<file path="src/rtl/pkt_phase_pkg.sv">
package pkt_phase_pkg;

   typedef enum logic [2:0] {
      PH_IDLE = 3'd0,
      PH_CMD  = 3'd1,
      PH_CDB  = 3'd2,
      PH_RX   = 3'd3,
      PH_TX   = 3'd4,
      PH_DMA  = 3'd5
   } ph_state_t;

   typedef enum logic [2:0] {
      ACT_NONE,
      ACT_SEND,
      ACT_RX,
      ACT_TX,
      ACT_WARN,
      ACT_DONE,
      ACT_TOL,
      ACT_UNK
   } ph_act_t;

   localparam logic [2:0] EV_BAD0 = 3'd0;
   localparam logic [2:0] EV_TX   = 3'd1;
   localparam logic [2:0] EV_IDLE = 3'd2;
   localparam logic [2:0] EV_PKT  = 3'd3;
   localparam logic [2:0] EV_BAD4 = 3'd4;
   localparam logic [2:0] EV_RX   = 3'd5;
   localparam logic [2:0] EV_STAT = 3'd6;
   localparam logic [2:0] EV_RSV  = 3'd7;

   typedef struct packed {
      ph_act_t   act;
      ph_state_t nxt;
   } ph_step_t;

   function automatic ph_step_t mk(input ph_act_t a, input ph_state_t n);
      ph_step_t r;
      r.act = a;
      r.nxt = n;
      return r;
   endfunction

   // Action and successor phase for one (phase, event) pair.
   function automatic ph_step_t ph_lookup(input ph_state_t s, input logic [2:0] ev);
      ph_step_t r;
      r = mk(ACT_NONE, s);
      case (s)
         PH_IDLE: r = mk(ACT_NONE, PH_IDLE);
         PH_CMD: begin
            case (ev)
               EV_PKT:  r = mk(ACT_SEND, PH_CDB);
               EV_STAT: r = mk(ACT_DONE, PH_IDLE);
               EV_RSV:  r = mk(ACT_NONE, PH_CMD);
               default: r = mk(ACT_NONE, PH_CDB);
            endcase
         end
         PH_CDB: begin
            case (ev)
               EV_BAD0: r = mk(ACT_TOL,  PH_IDLE);
               EV_TX:   r = mk(ACT_TX,   PH_TX);
               EV_IDLE: r = mk(ACT_NONE, PH_CDB);
               EV_PKT:  r = mk(ACT_NONE, PH_CDB);
               EV_BAD4: r = mk(ACT_WARN, PH_CDB);
               EV_RX:   r = mk(ACT_RX,   PH_RX);
               EV_STAT: r = mk(ACT_DONE, PH_IDLE);
               default: r = mk(ACT_UNK,  PH_CDB);
            endcase
         end
         PH_RX: begin
            case (ev)
               EV_BAD0: r = mk(ACT_TOL,  PH_IDLE);
               EV_IDLE: r = mk(ACT_WARN, PH_RX);
               EV_BAD4: r = mk(ACT_WARN, PH_RX);
               EV_RX:   r = mk(ACT_RX,   PH_RX);
               EV_STAT: r = mk(ACT_DONE, PH_IDLE);
               default: r = mk(ACT_UNK,  PH_RX);
            endcase
         end
         PH_TX: begin
            case (ev)
               EV_BAD0: r = mk(ACT_TOL,  PH_IDLE);
               EV_TX:   r = mk(ACT_TX,   PH_TX);
               EV_IDLE: r = mk(ACT_WARN, PH_TX);
               EV_BAD4: r = mk(ACT_WARN, PH_TX);
               EV_STAT: r = mk(ACT_DONE, PH_IDLE);
               default: r = mk(ACT_UNK,  PH_TX);
            endcase
         end
         PH_DMA: begin
            case (ev)
               EV_BAD0: r = mk(ACT_TOL,  PH_IDLE);
               EV_STAT: r = mk(ACT_DONE, PH_IDLE);
               default: r = mk(ACT_UNK,  PH_DMA);
            endcase
         end
         default: r = mk(ACT_NONE, PH_IDLE);
      endcase
      return r;
   endfunction

endpackage

</file>
<file path="src/rtl/pkt_phase_decode.sv">
module pkt_phase_decode
   import pkt_phase_pkg::*;
(
   input  ph_state_t  cur,
   input  logic       io,
   input  logic       cod,
   input  logic       drq,
   output logic [2:0] ev,
   output ph_step_t   step
);
   always_comb begin
      ev   = {io, cod, drq};
      step = ph_lookup(cur, ev);
   end
endmodule

</file>
<file path="src/rtl/pkt_phase_report.sv">
module pkt_phase_report #(
   parameter int ONCE = 1
) (
   input  logic clk,
   input  logic rst_n,
   input  logic hit,
   output logic rpt
);
   generate
      if (ONCE != 0) begin : g_once
         logic seen_q;
         always_ff @(posedge clk) begin
            if (!rst_n)   seen_q <= 1'b0;
            else if (hit) seen_q <= 1'b1;
         end
         assign rpt = hit && !seen_q;
      end else begin : g_every
         assign rpt = hit;
      end
   endgenerate
endmodule

</file>
<file path="src/rtl/pkt_phase_seq.sv">
module pkt_phase_seq
   import pkt_phase_pkg::*;
#(
   parameter int USE_DMA     = 1,
   parameter int REPORT_ONCE = 1
) (
   input  logic       clk,
   input  logic       rst_n,
   input  logic       cmd_req,
   input  logic       cmd_rd,
   input  logic       cmd_wr,
   input  logic       cmd_dma,
   output logic       cmd_accept,
   output logic       cmd_refused,
   input  logic       irq,
   input  logic       stat_bsy,
   input  logic       stat_drq,
   input  logic       stat_df,
   input  logic       stat_err,
   input  logic       rsn_io,
   input  logic       rsn_cod,
   output logic       dma_stop_req,
   input  logic       dma_stop_ack,
   output logic       dma_start,
   output logic       act_send_pkt,
   output logic       act_data_in,
   output logic       act_data_out,
   output logic       act_complete,
   output logic       act_tol_complete,
   output logic       act_idle_warn,
   output logic       act_unknown,
   output logic       proto_err,
   output logic       irq_busy,
   output logic       rpt_idle_warn,
   output logic       rpt_tol_complete,
   output logic       cmd_error,
   output logic       resid_zero,
   output logic [2:0] seq_state
);
   initial begin
      if (USE_DMA != 0 && USE_DMA != 1)         $error("USE_DMA must be 0 or 1");
      if (REPORT_ONCE != 0 && REPORT_ONCE != 1) $error("REPORT_ONCE must be 0 or 1");
   end

   ph_state_t  cur_q, nxt;
   logic       pend_q;
   logic       rd_q, wr_q, dma_q, dma_sel;
   logic [2:0] ev;
   ph_step_t   step;

   pkt_phase_decode u_dec (
      .cur  (cur_q),
      .io   (rsn_io),
      .cod  (rsn_cod),
      .drq  (stat_drq),
      .ev   (ev),
      .step (step)
   );

   generate
      if (USE_DMA != 0) begin : g_dma
         assign dma_sel = dma_q;
      end else begin : g_nodma
         assign dma_sel = 1'b0;
      end
   endgenerate

   logic eval_now, stop_set, take, busy_hit, accept, refuse;
   logic warn_hit, tol_hit, cmpl_hit, err_now;
   logic rpt_w, rpt_t;
   ph_act_t act;

   always_comb begin
      stop_set = irq && (cur_q == PH_DMA) && !pend_q;
      eval_now = (irq && (cur_q != PH_DMA) && !pend_q) || (pend_q && dma_stop_ack);
      busy_hit = eval_now && stat_bsy;
      take     = eval_now && !stat_bsy;
      act      = take ? step.act : ACT_NONE;
      accept   = cmd_req && (cur_q == PH_IDLE) && !pend_q;
      refuse   = cmd_req && !accept;
      warn_hit = (act == ACT_WARN);
      tol_hit  = (act == ACT_TOL);
      cmpl_hit = (act == ACT_DONE) || tol_hit;
      err_now  = stat_df || stat_err;
      nxt      = cur_q;
      if (accept)
         nxt = PH_CMD;
      else if (take) begin
         if (act == ACT_SEND && dma_sel) nxt = PH_DMA;
         else                            nxt = step.nxt;
      end
   end

   pkt_phase_report #(.ONCE(REPORT_ONCE)) u_rpt_warn (
      .clk(clk), .rst_n(rst_n), .hit(warn_hit), .rpt(rpt_w)
   );
   pkt_phase_report #(.ONCE(REPORT_ONCE)) u_rpt_tol (
      .clk(clk), .rst_n(rst_n), .hit(tol_hit), .rpt(rpt_t)
   );

   always_ff @(posedge clk) begin
      if (!rst_n) begin
         cur_q            <= PH_IDLE;
         pend_q           <= 1'b0;
         rd_q             <= 1'b0;
         wr_q             <= 1'b0;
         dma_q            <= 1'b0;
         cmd_accept       <= 1'b0;
         cmd_refused      <= 1'b0;
         dma_start        <= 1'b0;
         act_send_pkt     <= 1'b0;
         act_data_in      <= 1'b0;
         act_data_out     <= 1'b0;
         act_complete     <= 1'b0;
         act_tol_complete <= 1'b0;
         act_idle_warn    <= 1'b0;
         act_unknown      <= 1'b0;
         proto_err        <= 1'b0;
         irq_busy         <= 1'b0;
         rpt_idle_warn    <= 1'b0;
         rpt_tol_complete <= 1'b0;
         cmd_error        <= 1'b0;
         resid_zero       <= 1'b0;
      end else begin
         cur_q <= nxt;
         if (stop_set)                    pend_q <= 1'b1;
         else if (pend_q && dma_stop_ack) pend_q <= 1'b0;
         if (accept) begin
            rd_q  <= cmd_rd;
            wr_q  <= cmd_wr;
            dma_q <= cmd_dma;
         end
         cmd_accept       <= accept;
         cmd_refused      <= refuse;
         act_send_pkt     <= (act == ACT_SEND);
         dma_start        <= (act == ACT_SEND) && dma_sel;
         act_data_in      <= (act == ACT_RX) && rd_q;
         act_data_out     <= (act == ACT_TX) && wr_q;
         proto_err        <= ((act == ACT_RX) && !rd_q) || ((act == ACT_TX) && !wr_q);
         act_complete     <= cmpl_hit;
         act_tol_complete <= tol_hit;
         act_idle_warn    <= warn_hit;
         act_unknown      <= (act == ACT_UNK);
         irq_busy         <= busy_hit;
         rpt_idle_warn    <= rpt_w;
         rpt_tol_complete <= rpt_t;
         if (accept) begin
            cmd_error  <= 1'b0;
            resid_zero <= 1'b0;
         end else if (cmpl_hit) begin
            cmd_error  <= err_now;
            resid_zero <= (cur_q == PH_DMA) && !err_now;
         end
      end
   end

   assign dma_stop_req = pend_q;
   assign seq_state    = cur_q;

endmodule

</file>
<file path="config.mk">
export PLATFORM = sky130hd
export DESIGN_NAME = pkt_phase_seq
export DESIGN_NICKNAME = d
export VERILOG_FILES = /design/src/rtl/pkt_phase_pkg.sv /design/src/rtl/pkt_phase_decode.sv /design/src/rtl/pkt_phase_report.sv /design/src/rtl/pkt_phase_seq.sv
export SDC_FILE = /design/constraint.sdc
export NUM_CORES = 1
export LEC_CHECK = 0
export BUFFER_PORTS_ARGS = -buffer_cell sky130_fd_sc_hd__buf_4
export CORE_MARGIN = 2
export CORE_UTILIZATION = 25
export CTS_CLUSTER_DIAMETER = 120
export DETAILED_ROUTE_END_ITERATION = 6
export GPL_TIMING_DRIVEN = 0
export MAX_ROUTING_LAYER = met4
export PLACE_DENSITY = 0.43
export SYNTH_ARGS = -nofsm -noshare
export SYNTH_HDL_FRONTEND = slang
export SYNTH_HIERARCHICAL = 1
export SYNTH_SLANG_ARGS = --single-unit
</file>
<file path="constraint.sdc">
create_clock -name clk -period 2.56 [get_ports clk]
set_clock_uncertainty 0.2 [all_clocks]
set_input_delay 0.768 -clock clk [delete_from_list [all_inputs] [get_ports clk]]
set_output_delay 0.768 -clock clk [all_outputs]
set_load 0.005 [all_outputs]
</file>
==> results of run 1 <==
[power groups by stage]
stage	clock network, mW	registers (mW)	logic [mW]
floorplan	0	0.417	0.0933
global placement	0	0.419	0.139
detailed placement	0	0.419	0.140
CTS	0.258	0.410	0.141
global route	0.274	0.413	0.158
finish	0.249	0.411	0.143
[metrics by stage]
| step | util | cells | instance area [µm²] | setup TNS, ns |
|---|---|---|---|---|
| after detailed placement | 0.317 | 244 | 1600 | -1.70 |
| after global routing | 0.332 | 247 | 1670 | 0 |
| final | 0.332 | 247 | 1670 | 0 |
| after global placement | 0.317 | 244 | 1600 | -1.69 |
| after CTS | 0.327 | 248 | 1650 | 0 |
| after floorplan | - | 144 | 1290 | 0 |
[placed cells by master, fill, tap and decap left out, types with 3 or more instances in the layout]
cell,count
sky130_fd_sc_hd__buf_4,31
sky130_fd_sc_hd__dfxtp_1,23
sky130_fd_sc_hd__nor2_1,11
sky130_fd_sc_hd__nor2b_1,10
sky130_fd_sc_hd__mux2i_1,6
sky130_fd_sc_hd__nand2_1,6
sky130_fd_sc_hd__a21oi_1,6
sky130_fd_sc_hd__inv_1,6
sky130_fd_sc_hd__and2_1,5
sky130_fd_sc_hd__nor3_1,4
sky130_fd_sc_hd__a211oi_1,4
sky130_fd_sc_hd__o21a_1,4
sky130_fd_sc_hd__o21ai_0,4
sky130_fd_sc_hd__clkbuf_8,3
[final cells by class]
| cell class | instances | area [µm²] |
|---|---|---|
| tap | 70 | 87.6 |
| inverter | 6 | 22.5 |
| multi-input combinational | 103 | 717 |
| fill | 538 | 3370 |
| sequential | 25 | 503 |
| clock buffer | 3 | 41.3 |
| clock inverter | 1 | 8.76 |
| buffer | 9 | 67.6 |
| timing repair buffer | 30 | 225 |
[worst min-delay path by stage]
stage                                          startpoint  slack, ns                                    end
floorplan                               wr_q$_SDFFE_PN0P_       0.23                   proto_err$_SDFF_PN0_
global placement     u_rpt_tol/g_once.seen_q$_SDFFE_PN0P_       0.25   u_rpt_tol/g_once.seen_q$_SDFFE_PN0P_
detailed placement  u_rpt_warn/g_once.seen_q$_SDFFE_PN0P_       0.26  u_rpt_warn/g_once.seen_q$_SDFFE_PN0P_
CTS                 u_rpt_warn/g_once.seen_q$_SDFFE_PN0P_       0.28  u_rpt_warn/g_once.seen_q$_SDFFE_PN0P_
global route                            wr_q$_SDFFE_PN0P_       0.29                   proto_err$_SDFF_PN0_
finish              u_rpt_warn/g_once.seen_q$_SDFFE_PN0P_       0.28  u_rpt_warn/g_once.seen_q$_SDFFE_PN0P_
[layer usage]
layer	part of all wire	track usage	vias to the layer above
met5	0	-	-
met4	0.014	0.0429	0
met3	0.041	0.0185	5
met2	0.47	0.176	30
met1	0.48	0.158	527
li1	-	-	584
[timing repair]
action | in CTS | in global routing
buffers inserted | 0 | 0
endpoints found under the setup margin | 0 | 10
gates resized for setup | 0 | 8
==> qor_table.md, run 1 <==
| Stage | Quantity | Reported |
|---|---|---|
| outcome | Outcome | finished clean |
| flow run | Number of max-capacitance violations reported | 0 |
| sta | Max-slew violations | 0 |
| route | 1st-pass router iterations | 4 |
| clock tree | Max Buffers Root-to-Sink | 2 |
| final layout | Antenna Diode Count | 0 |
| route | Detailed-route via count | 1146 |
| clock tree | H-tree depth | 1 |
| clock tree | CTS Hold Bufs | 0 |
| global routing | Wire length of the first global-routing pass | 5040 µm |
| critical path | Setup slack of the worst register-to-register path | 0.25 ns |
| critical path | Cell type of the slowest stage on the worst timing path | sky130_fd_sc_hd__a211o_1 |
| critical path | Worst reg2reg startpoint | seq_state[0]$_SDFFE_PN0P_ |
| sta | Slew margin rel. | 0.390 |
| pwr | Total power after layout | 0.803 mW |
| critical path | Setup crit end | resid_zero$_SDFFE_PP0P_ |
| pwr | Net switching fraction of the power | 0.274 |
| sta | Hold Vio Cnt, Final | 0 |
| sta | Maximum frequency from static timing analysis | 0.415 GHz |
| clock tree | CTS tree | built |
| route | Routed wire length per instance | 12.5 µm |
| pwr | PwrDens | 480 mW/mm² |
| pwr | Switching power summed over all nets | 0.220 mW |
| sta | Final hold slack | 0.275 ns |
| logic synthesis | Avg Synthesized Cell Area | 8.94 µm² |
| critical path | Worst setup EP type | register |
| min path | Classification of the worst-slack hold path | reg2reg |
| critical path | Required time reported for the critical path endpoint | 2.57 ns |
| sta | Tightest Pin Transition | 0.904 ns |
| clock tree | Clock input transition at the sequential cells of the worst setup and hold paths | 0.09 ns |
| critical path | CP arrival | 2.42 ns |
| placed design | Port buffer count | 30 |
| final layout | Layout Nets | 192 |
| die | Number of rows in the core area | 26 |
| critical path | R2R depth | 8 |
| critical path | Critical path depth | 9 |
| clock tree | CTS buffer count | 3 |
| sta | Final WS setup | 0.150 ns |
| global routing | Global route overflow | 0 |
| logic synthesis | Summed instance area of the synthesized netlist | 0.00129 mm² |
| critical path | Maximum single-stage delay on the critical path | 0.41 ns |
| critical path | Reg-to-Reg End | cmd_error$_SDFFE_PP0P_ |
| min path | Min-Delay Path Depth | 1 |
| sta | Crit path time final | 2.41 ns |
| sta | Setup repair after global routing missed its margin | false |
| die | Top-level port count | 34 |
| placed design | Placed wire-length estimate | 2300 µm |
| logic synthesis | Total number of yosys warnings | 6 |
| die | Std-Cell Core Area | 0.00504 mm² |
| sta | Final cycle utilization of the critical path | 0.941 |
| critical path | Worst path cell trace | buf_4 > buf_6 > a21oi_1 > o21ai_1 > a211o_1 > xor2_1 > and2_1 > a211o_1 > o21ai_1 |
| final layout | Share of final-layout standard cells stronger than drive strength 1 | 0.282 |
| critical path | Combined buffer and inverter count along the critical path | 2 |
| route | Initial DRC Count | 20 |
| global routing | Maximum number of pins on one net before global-route repair | 17 |
| route | Total Wirelength | 3090 µm |
| placed design | Last weighted congestion value of the routability-driven placer | 0.733 |
| critical path | Largest delay contributor family on the critical path | compound AO/OA/AOI/OAI gates |
| final layout | Flip-flop count of the largest register after layout | 3 |
| route | Antenna viol nets, final | 0 |
| die | Starting Density | 0.255 |
| critical path | Critical path fanouts, max | 10 |
| critical path | Type of the setup path with the least slack | in2reg |
| global routing | Vias in the first global route | 1059 |
| pwr | Cell Int Power | 0.583 mW |
| critical path | Critical Path Source Type | input pin |
| route | Detailed-route DRC error count | 0 |
| final layout | Area growth syn-to-layout | 29.9% |
| pwr | Reported leakage power | 0.679 nW |
| clock tree | Clock insertion delay at the later pin of the skew report | 0.27 ns |
| clock tree | CTS root buffer | sky130_fd_sc_hd__clkbuf_8 |
| pwr | Sequential share of power | 0.512 |
| pwr | Share of power burned in the clock network | 0.310 |
| sta | Final setup vio count | 0 |
| clock tree | Sink Count | 25 |
| die | Die Span Y | 75.8 µm |
| global routing | Overall fraction of global-route tracks in use | 0.117 |
| placed design | Worst Setup Slack post-DPL | -0.243 ns |
| logic synthesis | Cell count after synthesis | 144 |
| logic synthesis | Synth Net Count | 158 |
| pwr | VDD IR max | 0.292 mV |
| critical path | CP Launch Point | rsn_io |
| die | Die Outline Area | 0.00574 mm² |
| pwr | Combinational Power Share | 0.178 |
| die | Overall die width | 75.8 µm |
| route | Vias per Instance | 4.64 |
| global routing | Number of antenna violations at the first check in global routing | 0 |
(Power assumes the default switching activity.)
==> inputs of run 2 (changes only) <==
CORE_UTILIZATION = 42   (was 25)
PLACE_DENSITY = 0.66   (was 0.43)
==> run 2 against run 1 <==
  * First-iteration DRC count rose to 6.0 times the previous value
  * Sequential cell count unchanged
  * Clock power down 25%
  * Power down 7.9%
  * Highest routed layer unchanged
==> qor_table.md, run 2 (synthesized netlist as in run 1, its figures left out) <==
| Stage | Quantity | Reported |
|---|---|---|
| outcome | Outcome | finished clean |
| die | Number of rows in the core area | 20 |
| global routing | Maximum number of pins on one net before global-route repair | 17 |
| min path | Hold wc startpoint | wr_q$_SDFFE_PN0P_ |
| critical path | Critical path fanouts, max | 10 |
| clock tree | Max Buffers Root-to-Sink | 2 |
| sta | Crit path time final | 2.39 ns |
| final layout | Highest-count cells in the layout ignoring fill and taps | sky130_fd_sc_hd__buf_4, sky130_fd_sc_hd__dfxtp_1, sky130_fd_sc_hd__nor2_1 |
| global routing | Global route overflow | 0 |
| route | Initial DRC Count | 120 |
| critical path | CP arrival | 2.46 ns |
| global routing | Overall fraction of global-route tracks in use | 0.178 |
| route | Vias per Instance | 5.47 |
| global routing | Wire length of the first global-routing pass | 4740 µm |
| final layout | Layout Nets | 192 |
| clock tree | Clock input transition at the sequential cells of the worst setup and hold paths | 0.14 ns |
| sta | Final cycle utilization of the critical path | 0.932 |
| sta | Slew margin rel. | 0.441 |
| die | Std-Cell Core Area | 0.00298 mm² |
| pwr | PwrDens | 462 mW/mm² |
| route | Detailed-route DRC error count | 0 |
| die | Die Outline Area | 0.00352 mm² |
| die | Die Span Y | 59.4 µm |
| clock tree | H-tree depth | 1 |
| clock tree | CTS tree | built |
| route | Detailed-route via count | 1149 |
| sta | Final setup vio count | 0 |
| die | Top-level port count | 34 |
| flow run | Number of max-capacitance violations reported | 0 |
| final layout | Flip-flop count of the largest register after layout | 3 |
| placed design | Port buffer count | 30 |
| global routing | Number of antenna violations at the first check in global routing | 0 |
| placed design | Placed Cells | 207 |
| sta | Maximum frequency from static timing analysis | 0.419 GHz |
| clock tree | Post CTS Setup Buffer Count | 0 |
| final layout | Area growth syn-to-layout | 24.3% |
| critical path | Setup slack of the worst register-to-register path | 0.23 ns |
| route | Total Wirelength | 2850 µm |
| die | Overall die width | 59.4 µm |
| critical path | CP Launch Point | rsn_io |
| critical path | Type of the setup path with the least slack | in2reg |
| critical path | R2R depth | 9 |
| route | 1st-pass router iterations | 4 |
| sta | Tightest Pin Transition | 0.828 ns |
| placed design | Placed wire-length estimate | 2100 µm |
| final layout | Final instance count without filler cells | 210 |
| critical path | Required time reported for the critical path endpoint | 2.63 ns |
| final layout | Core utilization of the finished layout | 0.537 |
| clock tree | CTS root buffer | sky130_fd_sc_hd__clkbuf_4 |
| critical path | Reg-to-Reg End | rpt_tol_complete$_SDFF_PN0_ |
| final layout | Most common library cell in the layout ignoring fill and taps | sky130_fd_sc_hd__buf_4 |
| critical path | Worst setup EP type | register |
| sta | Hold Vio Cnt, Final | 0 |
| die | Starting Density | 0.432 |
| clock tree | Sink Count | 25 |
| sta | Max-slew violations | 0 |
| pwr | Total power after layout | 0.740 mW |
| min path | Min-Delay Path Depth | 1 |
| sta | Setup repair after global routing missed its margin | false |
| critical path | Worst reg2reg startpoint | seq_state[2]$_SDFFE_PP0N_ |
| clock tree | CTS buffer count | 3 |
| route | Routed wire length per instance | 13.6 µm |
| pwr | Reported leakage power | 0.672 nW |
| placed design | Last weighted congestion value of the routability-driven placer | 0.808 |
| final layout | Antenna Diode Count | 0 |
| global routing | Vias in the first global route | 1051 |
| route | Antenna viol nets, final | 0 |
| critical path | Critical Path Source Type | input pin |
| min path | Classification of the worst-slack hold path | reg2reg |
| clock tree | Clock insertion delay at the later pin of the skew report | 0.32 ns |
| pwr | VDD IR max | 0.326 mV |
| final layout | Share of final-layout standard cells stronger than drive strength 1 | 0.271 |
| min path | Worst hold endpoint | proto_err$_SDFF_PN0_ |
## run 2: cell count changes in the layout (fill, tap and decap cells not counted)
| cell | before | now |
|---|---|---|
| sky130_fd_sc_hd__o311a_2 | 1 | 0 |
| sky130_fd_sc_hd__o311a_1 | 0 | 1 |
| sky130_fd_sc_hd__clkbuf_8 | 3 | 0 |
| sky130_fd_sc_hd__nor4_1 | 2 | 3 |
| sky130_fd_sc_hd__clkbuf_4 | 0 | 3 |
| sky130_fd_sc_hd__nor4_2 | 2 | 1 |
## run 2: final cells by class
| class | instances | area, µm² |
|---|---|---|
| sequential | 25 | 503 |
| fill | 283 | 1380 |
| multi-input combinational | 103 | 709 |
| buffer | 9 | 67.6 |
| clock inverter | 1 | 8.76 |
| clock buffer | 3 | 22.5 |
| inverter | 6 | 22.5 |
| timing repair buffer | 30 | 225 |
| tap | 33 | 41.3 |
## run 2: critical path, cell delays in order
cell and delay (ns):
sky130_fd_sc_hd__buf_4 0.13, sky130_fd_sc_hd__buf_6 0.13, sky130_fd_sc_hd__mux2i_1 0.11, sky130_fd_sc_hd__a31oi_1 0.19
sky130_fd_sc_hd__o311a_1 0.39, sky130_fd_sc_hd__nand2_1 0.15, sky130_fd_sc_hd__nor3b_1 0.29, sky130_fd_sc_hd__nor2b_1 0.17
sky130_fd_sc_hd__and2_1 0.12
## run 2: power by group
part | switching [mW] | internal [mW]
Combinational | 0.0731 | 0.0687
Clock | 0.123 | 0.0636
Sequential | 0.0109 | 0.400
Total | 0.207 | 0.533
## run 2: through the flow
stage | hold WS [ns] | worst slack (ns) | setup TNS [ns] | area, µm²
final | 0.282 | 0.173 | 0 | 1600
after floorplan | 0.227 | 0.0281 | 0 | 1290
after global routing | 0.298 | 0.0305 | 0 | 1600
after global placement | 0.247 | -0.259 | -1.35 | 1550
after CTS | 0.285 | 0.0399 | 0 | 1590
after detailed placement | 0.256 | -0.270 | -1.59 | 1550
## run 2: worst max path at each step
| stage | to | slack, ns | cells past startpoint |
|---|---|---|---|
| 2_1_floorplan | seq_state[0]$_SDFFE_PN0P_ | 0.03 | 9 |
| 3_3_place_gp | seq_state[0]$_SDFFE_PN0P_ | -0.26 | 9 |
| 3_5_place_dp | seq_state[0]$_SDFFE_PN0P_ | -0.27 | 9 |
| 4_1_cts | seq_state[0]$_SDFFE_PN0P_ | 0.04 | 9 |
| 5_1_grt | resid_zero$_SDFFE_PP0P_ | 0.03 | 9 |
| 6_report | rpt_tol_complete$_SDFF_PN0_ | 0.17 | 9 |
## run 2: repair_timing
item	4_1_cts	5_1_grt
gates resized for setup	0	6
endpoints found under the setup margin	0	9
hold buffers	0	0
## run 2: metal layers
layer	vias to the layer above	routed length (µm)	share of wire	global-route usage
met1	518	1340	0.47	0.233
li1	587	-	-	-
met2	38	1340	0.47	0.283
met5	-	0	0	-
met4	0	36	0.013	0.0649
met3	6	132	0.046	0.0197
